--- src/rtl/chan_out_pkg.sv ---
package chan_out_pkg;

  typedef enum logic [1:0] {
    CW_6     = 2'd0,
    CW_12    = 2'd1,
    CW_FULL  = 2'd2,
    CW_FULL2 = 2'd3
  } charWidth_e;

  // function code bits: [2] extended, [1] signal, [0] proceed
  localparam logic [2:0] FN_COMP = 3'b000;
  localparam logic [2:0] FN_IORD = 3'b100;
  localparam logic [2:0] FN_IORP = 3'b101;
  localparam logic [2:0] FN_IOSD = 3'b110;
  localparam logic [2:0] FN_IOSP = 3'b111;

  typedef struct packed {
    logic connect;
    logic ilcLoad;
    logic bufLoad;
    logic take;
    logic fetch;
  } ctlStrb_t;

endpackage

--- src/rtl/chan_out_dp.sv ---
module chan_out_dp
  import chan_out_pkg::*;
#(
  parameter int WORD_W = 24,
  parameter int ADDR_W = 14,
  parameter int WC_W   = 15
) (
  input  logic              clk,
  input  logic              rstN,
  input  ctlStrb_t          strb,
  input  logic [1:0]        cfgWidth,
  input  logic [1:0]        cfgCpw,
  input  logic [ADDR_W-1:0] ilcAddr,
  input  logic [WC_W-1:0]   ilcCount,
  input  logic [WORD_W-1:0] bufData,
  input  logic [WORD_W-1:0] memData,
  output logic [ADDR_W-1:0] memAddr,
  output logic              bufEmpty,
  output logic              lastChar,
  output logic              wcAfterZero,
  output logic              charValid,
  output logic [WORD_W-1:0] charData
);

  localparam int C6  = WORD_W / 4;
  localparam int C12 = WORD_W / 2;

  charWidth_e          widthQ;
  logic [1:0]          cpwQ;
  logic [2:0]          cntQ;
  logic [WORD_W-1:0]   warQ;
  logic [ADDR_W-1:0]   addrQ;
  logic [WC_W-1:0]     wcQ;

  logic [WORD_W-1:0]   wordIn;
  logic [2:0]          cntIn;
  logic [2:0]          cntFull;
  logic [WC_W-1:0]     wcAfter;
  logic [WORD_W-1:0]   charNext;
  logic [WORD_W-1:0]   wordShifted;
  logic [1:0]          cpwSel;

  assign cntFull     = {1'b0, cpwQ} + 3'd1;
  assign wordIn      = strb.fetch ? memData : warQ;
  assign cntIn       = strb.fetch ? cntFull : cntQ;
  assign wcAfter     = strb.fetch ? wcQ - 1'b1 : wcQ;
  assign bufEmpty    = (cntQ == 3'd0);
  assign lastChar    = (cntIn == 3'd1);
  assign wcAfterZero = (wcAfter == '0);
  assign memAddr     = addrQ;

  always_comb begin
    unique case (widthQ)
      CW_6: begin
        charNext    = WORD_W'(wordIn[WORD_W-1 -: C6]);
        wordShifted = wordIn << C6;
      end
      CW_12: begin
        charNext    = WORD_W'(wordIn[WORD_W-1 -: C12]);
        wordShifted = wordIn << C12;
      end
      default: begin
        charNext    = wordIn;
        wordShifted = '0;
      end
    endcase
  end

  always_comb begin
    unique case (charWidth_e'(cfgWidth))
      CW_6:    cpwSel = cfgCpw;
      CW_12:   cpwSel = {1'b0, cfgCpw[0]};
      default: cpwSel = 2'd0;
    endcase
  end

  always_ff @(posedge clk) begin
    if (!rstN) begin
      widthQ    <= CW_6;
      cpwQ      <= '0;
      cntQ      <= '0;
      warQ      <= '0;
      addrQ     <= '0;
      wcQ       <= '0;
      charValid <= 1'b0;
      charData  <= '0;
    end else begin
      charValid <= strb.take;
      if (strb.connect) begin
        widthQ <= charWidth_e'(cfgWidth);
        cpwQ   <= cpwSel;
        cntQ   <= '0;
        warQ   <= '0;
        addrQ  <= '0;
        wcQ    <= '0;
      end else begin
        if (strb.take) begin
          charData <= charNext;
          warQ     <= wordShifted;
          cntQ     <= cntIn - 3'd1;
          if (strb.fetch) begin
            addrQ <= addrQ + 1'b1;
            wcQ   <= wcAfter;
          end
        end
        if (strb.ilcLoad) begin
          addrQ <= ilcAddr;
          wcQ   <= ilcCount;
        end
        if (strb.bufLoad) begin
          warQ <= bufData;
          cntQ <= cntFull;
        end
      end
    end
  end


  fetchCount_chk: assert property (@(posedge clk) disable iff (!rstN)
    strb.fetch && !strb.ilcLoad && !strb.connect |=> wcQ == WC_W'($past(wcQ) - 1'b1));


  loadFill_chk: assert property (@(posedge clk) disable iff (!rstN)
    strb.bufLoad |=> !bufEmpty);

endmodule

--- src/rtl/chan_out_ctl.sv ---
module chan_out_ctl
  import chan_out_pkg::*;
(
  input  logic       clk,
  input  logic       rstN,
  input  logic       intEnable,
  input  logic       connStart,
  input  logic       connIlc,
  input  logic [2:0] connFunc,
  input  logic       connZcEn,
  input  logic       connErEn,
  input  logic       ilcLoad,
  input  logic       bufWrite,
  input  logic       termCmd,
  input  logic       devReq,
  input  logic       devAsync,
  input  logic       devErr,
  input  logic       devEor,
  input  logic       bufEmpty,
  input  logic       lastChar,
  input  logic       wcAfterZero,
  output ctlStrb_t   strb,
  output logic       memRd,
  output logic       connected,
  output logic       errFlag,
  output logic       interRec,
  output logic       wreor,
  output logic       asyncGrant,
  output logic       irqEow,
  output logic       irqZwc,
  output logic       irqEot,
  output logic       irqEor
);

  logic       connQ, ilceQ, topQ, wakeQ, eorQ, errQ, irecQ, zcQ, erQ;
  logic [2:0] funcQ;
  logic       connN, ilceN, topN, wakeN, eorN, errN, irecN, zcN, erN;
  logic [2:0] funcN;
  logic       wreorN, grantN, eowN, zwcN, eotN, eorIrqN;
  logic       busy;

  assign busy = !bufEmpty || ilceQ;

  always_comb begin
    connN = connQ;  ilceN = ilceQ;  topN = topQ;  wakeN = wakeQ;
    eorN  = eorQ;   errN  = errQ;   irecN = irecQ;
    funcN = funcQ;  zcN   = zcQ;    erN   = erQ;
    wreorN = 1'b0; grantN = 1'b0; eowN = 1'b0;
    zwcN = 1'b0; eotN = 1'b0; eorIrqN = 1'b0;
    strb = '0;

    if (connStart) begin
      connN = 1'b1; ilceN = 1'b0; topN = 1'b0; wakeN = 1'b0;
      eorN  = 1'b0; errN  = 1'b0; irecN = 1'b0;
      funcN = connFunc; zcN = connZcEn; erN = connErEn;
      strb.connect = 1'b1;
      eowN = !connIlc && intEnable;
    end else if (eorQ) begin
      eorN  = 1'b0;
      ilceN = 1'b0;
      eotN    = !funcQ[2] && intEnable;
      eorIrqN = funcQ[2] && erQ;
      if (funcQ[2] && funcQ[0]) irecN = 1'b1;
      else                      connN = 1'b0;
    end else if (connQ) begin
      if (ilcLoad) begin
        ilceN = 1'b1;
        strb.ilcLoad = 1'b1;
      end
      if (bufWrite && bufEmpty) begin
        strb.bufLoad = 1'b1;
        if (wakeQ) begin
          grantN = 1'b1;
          wakeN  = 1'b0;
        end
      end
      if (termCmd) begin
        if (busy) topN   = 1'b1;
        else      wreorN = 1'b1;
      end
      if (devAsync) begin
        if (busy) grantN = 1'b1;
        else      wakeN  = 1'b1;
      end
      if (devReq) begin
        if (bufEmpty && !ilceQ) begin
          errN = 1'b1;
        end else begin
          strb.take  = 1'b1;
          strb.fetch = bufEmpty;
          if (lastChar) begin
            if (ilceQ) begin
              if (wcAfterZero) begin
                ilceN = 1'b0;
                if (!funcQ[2]) begin
                  eotN  = intEnable;
                  connN = 1'b0;
                end else begin
                  zwcN = zcQ;
                  if (funcQ[1] && !funcQ[0]) begin
                    eorIrqN = erQ;
                    connN   = 1'b0;
                  end else if (!funcQ[1] || topQ) begin
                    wreorN = 1'b1;
                  end
                  topN = 1'b0;
                end
              end
            end else if (topQ) begin
              topN   = 1'b0;
              wreorN = 1'b1;
            end else begin
              eowN = intEnable;
            end
          end
        end
      end
      if (devErr) errN = 1'b1;
    end

    if (devEor && !connStart && connQ) eorN = 1'b1;
  end

  assign memRd = strb.fetch;

  always_ff @(posedge clk) begin
    if (!rstN) begin
      connQ <= 1'b0; ilceQ <= 1'b0; topQ <= 1'b0; wakeQ <= 1'b0;
      eorQ  <= 1'b0; errQ  <= 1'b0; irecQ <= 1'b0;
      funcQ <= FN_COMP; zcQ <= 1'b0; erQ <= 1'b0;
      wreor <= 1'b0; asyncGrant <= 1'b0; irqEow <= 1'b0;
      irqZwc <= 1'b0; irqEot <= 1'b0; irqEor <= 1'b0;
    end else begin
      connQ <= connN; ilceQ <= ilceN; topQ <= topN; wakeQ <= wakeN;
      eorQ  <= eorN;  errQ  <= errN;  irecQ <= irecN;
      funcQ <= funcN; zcQ <= zcN; erQ <= erN;
      wreor <= wreorN; asyncGrant <= grantN; irqEow <= eowN;
      irqZwc <= zwcN; irqEot <= eotN; irqEor <= eorIrqN;
    end
  end

  assign connected = connQ;
  assign errFlag   = errQ;
  assign interRec  = irecQ;


  errSticky_chk: assert property (@(posedge clk) disable iff (!rstN)
    errQ && !connStart |=> errQ);


  wreorConn_chk: assert property (@(posedge clk) disable iff (!rstN)
    wreor |-> $past(connQ));


  connRise_chk: assert property (@(posedge clk) disable iff (!rstN)
    $rose(connQ) |-> $past(connStart));


  grantCause_chk: assert property (@(posedge clk) disable iff (!rstN)
    asyncGrant |-> $past(devAsync || bufWrite));

endmodule

--- src/rtl/chan_out_disasm.sv ---
module chan_out_disasm
  import chan_out_pkg::*;
#(
  parameter int WORD_W = 24,
  parameter int ADDR_W = 14,
  parameter int WC_W   = 15
) (
  input  logic              clk,
  input  logic              rstN,
  input  logic              intEnable,
  input  logic              connStart,
  input  logic              connIlc,
  input  logic [1:0]        connWidth,
  input  logic [1:0]        connCpw,
  input  logic [2:0]        connFunc,
  input  logic              connZcEn,
  input  logic              connErEn,
  input  logic              ilcLoad,
  input  logic [ADDR_W-1:0] ilcAddr,
  input  logic [WC_W-1:0]   ilcCount,
  input  logic              bufWrite,
  input  logic [WORD_W-1:0] bufData,
  input  logic              termCmd,
  input  logic              devReq,
  input  logic              devAsync,
  input  logic              devErr,
  input  logic              devEor,
  output logic              memRd,
  output logic [ADDR_W-1:0] memAddr,
  input  logic [WORD_W-1:0] memData,
  output logic              charValid,
  output logic [WORD_W-1:0] charData,
  output logic              wreor,
  output logic              asyncGrant,
  output logic              irqEow,
  output logic              irqZwc,
  output logic              irqEot,
  output logic              irqEor,
  output logic              connected,
  output logic              errFlag,
  output logic              interRec
);

  ctlStrb_t strb;
  logic     bufEmpty, lastChar, wcAfterZero;

  chan_out_ctl u_ctl (
    .clk(clk), .rstN(rstN), .intEnable(intEnable),
    .connStart(connStart), .connIlc(connIlc), .connFunc(connFunc),
    .connZcEn(connZcEn), .connErEn(connErEn), .ilcLoad(ilcLoad),
    .bufWrite(bufWrite), .termCmd(termCmd), .devReq(devReq),
    .devAsync(devAsync), .devErr(devErr), .devEor(devEor),
    .bufEmpty(bufEmpty), .lastChar(lastChar), .wcAfterZero(wcAfterZero),
    .strb(strb), .memRd(memRd), .connected(connected), .errFlag(errFlag),
    .interRec(interRec), .wreor(wreor), .asyncGrant(asyncGrant),
    .irqEow(irqEow), .irqZwc(irqZwc), .irqEot(irqEot), .irqEor(irqEor)
  );

  chan_out_dp #(.WORD_W(WORD_W), .ADDR_W(ADDR_W), .WC_W(WC_W)) u_dp (
    .clk(clk), .rstN(rstN), .strb(strb),
    .cfgWidth(connWidth), .cfgCpw(connCpw),
    .ilcAddr(ilcAddr), .ilcCount(ilcCount), .bufData(bufData),
    .memData(memData), .memAddr(memAddr),
    .bufEmpty(bufEmpty), .lastChar(lastChar), .wcAfterZero(wcAfterZero),
    .charValid(charValid), .charData(charData)
  );

endmodule

--- config.mk ---
export PLATFORM = sky130hd
export DESIGN_NAME = chan_out_disasm
export DESIGN_NICKNAME = d
export VERILOG_FILES = /design/src/rtl/chan_out_pkg.sv /design/src/rtl/chan_out_dp.sv /design/src/rtl/chan_out_ctl.sv /design/src/rtl/chan_out_disasm.sv
export SDC_FILE = /design/constraint.sdc
export NUM_CORES = 1
export LEC_CHECK = 0
export BUFFER_PORTS_ARGS = -buffer_cell sky130_fd_sc_hd__clkbuf_2
export CORE_ASPECT_RATIO = 2
export CORE_MARGIN = 5
export CORE_UTILIZATION = 38
export CTS_CLUSTER_DIAMETER = 200
export CTS_CLUSTER_SIZE = 16
export DETAILED_ROUTE_END_ITERATION = 16
export HOLD_SLACK_MARGIN = 0.12
export PLACE_DENSITY_LB_ADDON = 0.3
export SYNTH_ARGS = -nofsm -noshare
export SYNTH_HDL_FRONTEND = slang
export SYNTH_SLANG_ARGS = --single-unit
--- constraint.sdc ---
create_clock -name clk -period 2.6 [get_ports clk]
set_input_delay 0.26 -clock clk [delete_from_list [all_inputs] [get_ports clk]]
set_output_delay 0.26 -clock clk [all_outputs]
set_load 0.03 [all_outputs]
==> impl_results.md <==
- Share of cells above drive strength 1: 0.304
- Syn nets: about 770
- Min-delay src: ilcAddr[5]
- Initial antenna violation count: 0
- FFs w/ async S/R, synth: 0
- Maximum root-to-sink buffer count: 2
- GRT overflow: 0
- Netlist cell types: 72
- Area share of the largest cell type after synthesis: 0.382
- Relative slew slack: 0.362
- Vias after detailed routing: ~5.7k
- Worst EP arrival: approximately 2.8 ns
- HP Class: input pin to flop
- Clock transition at the registers of the reported paths: roughly 0.080 ns
- Hpwl dp: around 15 mm
- Leak pwr: 2.91 nW
- Max Clk Rate: 0.407 GHz
- Final core utilization: 0.503
- Status: finished, final reports clean
- Worst hold slack: about 0.12 ns
- Pin count of the biggest net entering global routing: 27
- Most common cell in the synthesized netlist: dfxtp_1
- RSZ-0062 raised after global routing: yes
- Clock Skew: between 0.01 and 0.015 ns
- Synth Area per Inst: 8.16 sq um
- Final setup TNS: 0 ns
- Nets: about 940
- Part of the cycle the worst path needs: 0.945
- Top cells by area, synth: dfxtp_1 (38%), nor2_1 (6.8%), a21oi_1 (6.4%), mux2i_1 (5.7%), o21ai_0 (3.9%)
- Starting Density: 0.387
- Primary FF master, synth: dfxtp_1
- Die Y: approximately 180 um
- Crit path launch type: flop
- Combinational family with the most area after synthesis: compound AO/OA/AOI/OAI gates
- Flops & latches, synth: 103
- Worst setup startpoint: u_ctl.ilceQ
- R2r setup slk: between 0.1 and 0.15 ns
- Crit path max fanout: 4
- EDFF count, synth: 0
- Area after DPL: around 0.0066 sq mm
- Vias in the first global route: approximately 6k
- Post-synth top area cell: dfxtp_1
- Wirelength per Cell: roughly 19 um
- Synth Area in Compound Gates: 0.241
- Design Area, Final: ~0.007 sq mm
- Area share of xor/xnor cells in the synthesized design: 0.0208
- Slew @ Worst Pin: between 0.9 and 1 ns
- CTS root buf: clkbuf_16
- # rows: between 60 and 70
- Setup Viol. Count Final: 0
- Final Hold Fails: 0
- DR pass1 iterations: 5
- Post-Synthesis Cells: roughly 660
- Io pins: 147
- WP data required: 2.91 ns
- Setup crit end kind: flop
- Via density: 5.58
- Hold Path Depth: 3
- Layout area overhead: 30.1%
- Synth Area in Adders: 0.0116
- List of most frequent post-synthesis cells: dfxtp_1 (103), nor2_1 (98), a21oi_1 (69), nand2_1 (48), o21ai_0 (42)
- # clock sinks: between 100 and 150
- Hold bufs inserted after CTS: 0
- First-pass GRT wire length: about 30 mm
- Yosys warns: 0
- DIE AREA: 0.0168 sq mm
- DIE WIDTH: ~94 um
- CTS Buf Count: 9
- P per Cell Area: just under 500 mW/mm^2
- Post-synthesis simple-gate area fraction: 0.226
- Mux contribution to synthesized area: 0.0699
- CTS tree: yes
- Peak supply drop: about 0.31 mV
- Number of max-cap violations: 0
- Minimum clock period: 2.46 ns
- Capture point of the worst reg-to-reg path: u_ctl.wreor
- Routability cong.: approximately 0.95
- WS Path Type: flop to flop
- Post-synthesis cell area: about 0.0054 sq mm
- WL final: roughly 20 mm
- # DRC: 0
- Hold Crit Endpoint: u_dp.memAddr[5]
- Seq/Total Area, Yosys: 0.382
- Total Power: about 0.0034 W
- Fin. max-slew vios: 0
- Final ANT Viol Nets: 0
- Antenna diodes: 0
- Worst R2R Path Depth: 14
- R2r startpoint: u_ctl.ilceQ
- Total GRT Usage: 0.234
- Clk_lat worst skew: approximately 0.36 ns
- IO buf count: approximately 150
- DR iter-0 viols: 270
- Core area: 0.0140 sq mm
- CTS H-tree lvls: 3
[worst max path at each step]
stage                   end  depth (start not counted)
2_1_floorplan  u_ctl.irqZwc                         14
3_3_place_gp   u_ctl.irqZwc                         14
3_5_place_dp   u_ctl.irqZwc                         14
4_1_cts        u_ctl.irqZwc                         13
5_1_grt        u_ctl.irqZwc                         13
6_report        u_ctl.wreor                         14
[metrics by stage]
step	instances	setup slack, ns
6_report	1027	0.143
5_1_grt	1027	-0.0425
4_1_cts	1026	0.103
3_5_place_dp	1010	-0.0854
3_3_place_gp	1010	-0.136
2_1_floorplan	662	-0.0471
[metal layers]
metal  vias to the layer above  track usage  part of all wire
li1                       2769            -                 -
met1                      2661        0.224              0.34
met2                       238        0.440              0.55
met3                        60       0.0464             0.060
met4                         0        0.149             0.060
met5                         -            0                 0
[layout make-up]
class / instances / area, sq um
well taps: 189 / 236
fillers: 1416 / 6940
clock buffers: 9 / 225
flip-flops and latches: 103 / 2070
repair buffers: 203 / 1170
multi-input cells: 497 / 3170
clock inverters: 7 / 90.1
inverters: 19 / 71.3
[critical path: stages (launching register included)]
cell       delay, ns
dfxtp_2         0.33
nor4bb_4        0.16
buf_4           0.14
nand2_4         0.07
buf_6           0.11
inv_2           0.06
a21oi_4         0.18
ha_4            0.14
and3b_1         0.16
nand4b_1        0.11
a221oi_2        0.23
o2111ai_1       0.17
nor4_2          0.22
buf_4           0.18
a31o_1          0.14
[sequential cells by signal, summed over array words and instances (netlist names), 2 cells and up]
register       cells
u_dp.memAddr      14
u_dp.charData     24
u_dp.cpwQ          2
u_dp.cntQ          3
u_ctl.funcQ        3
u_dp.warQ         24
u_dp.wcQ          15
u_dp.widthQ        2
[kinds of logic (layout without fill, tap and decap cells)]
group	Yosys count	in the layout
adders and majority gates	5	5
muxes	37	37
and+or+nand+nor	241	241
xor gates and xnor gates	12	12
DFF	103	103
AOI/OAI and AO/OA	202	202
buffers and inverters	62	238
[power by group]
| part | switching (W) | internal (W) |
|---|---|---|
| Sequential | 0.0000283 | 0.00160 |
| Combinational | 0.000237 | 0.000168 |
| Clock | 0.000713 | 0.000689 |
[cells in the final DEF (no fill, tap or decap), drive strengths merged, types with 4 or more instances in the layout]
cell type	n
o31ai	4
nand4	7
nand3	11
mux2i	31
nor2	99
o221ai	12
nor4	11
and3	6
clkbuf	155
mux2	6
nand2b	4
nor3	13
buf	57
a22oi	13
a211oi	10
clkinv	5
a222oi	12
ha	5
or3	4
o21ai	43
dfxtp	103
inv	20
o211ai	7
xor2	5
and2	16
o22ai	5
a21oi	69
nand2	50
xnor2	7
[timing repair]
action,4_1_cts,5_1_grt
buffers inserted,0,1
hold endpoints to repair,0,0
pin swaps,1,2
setup endpoints to repair,4,7
resized for setup,1,13
Power figures use the tool's default switching activity.
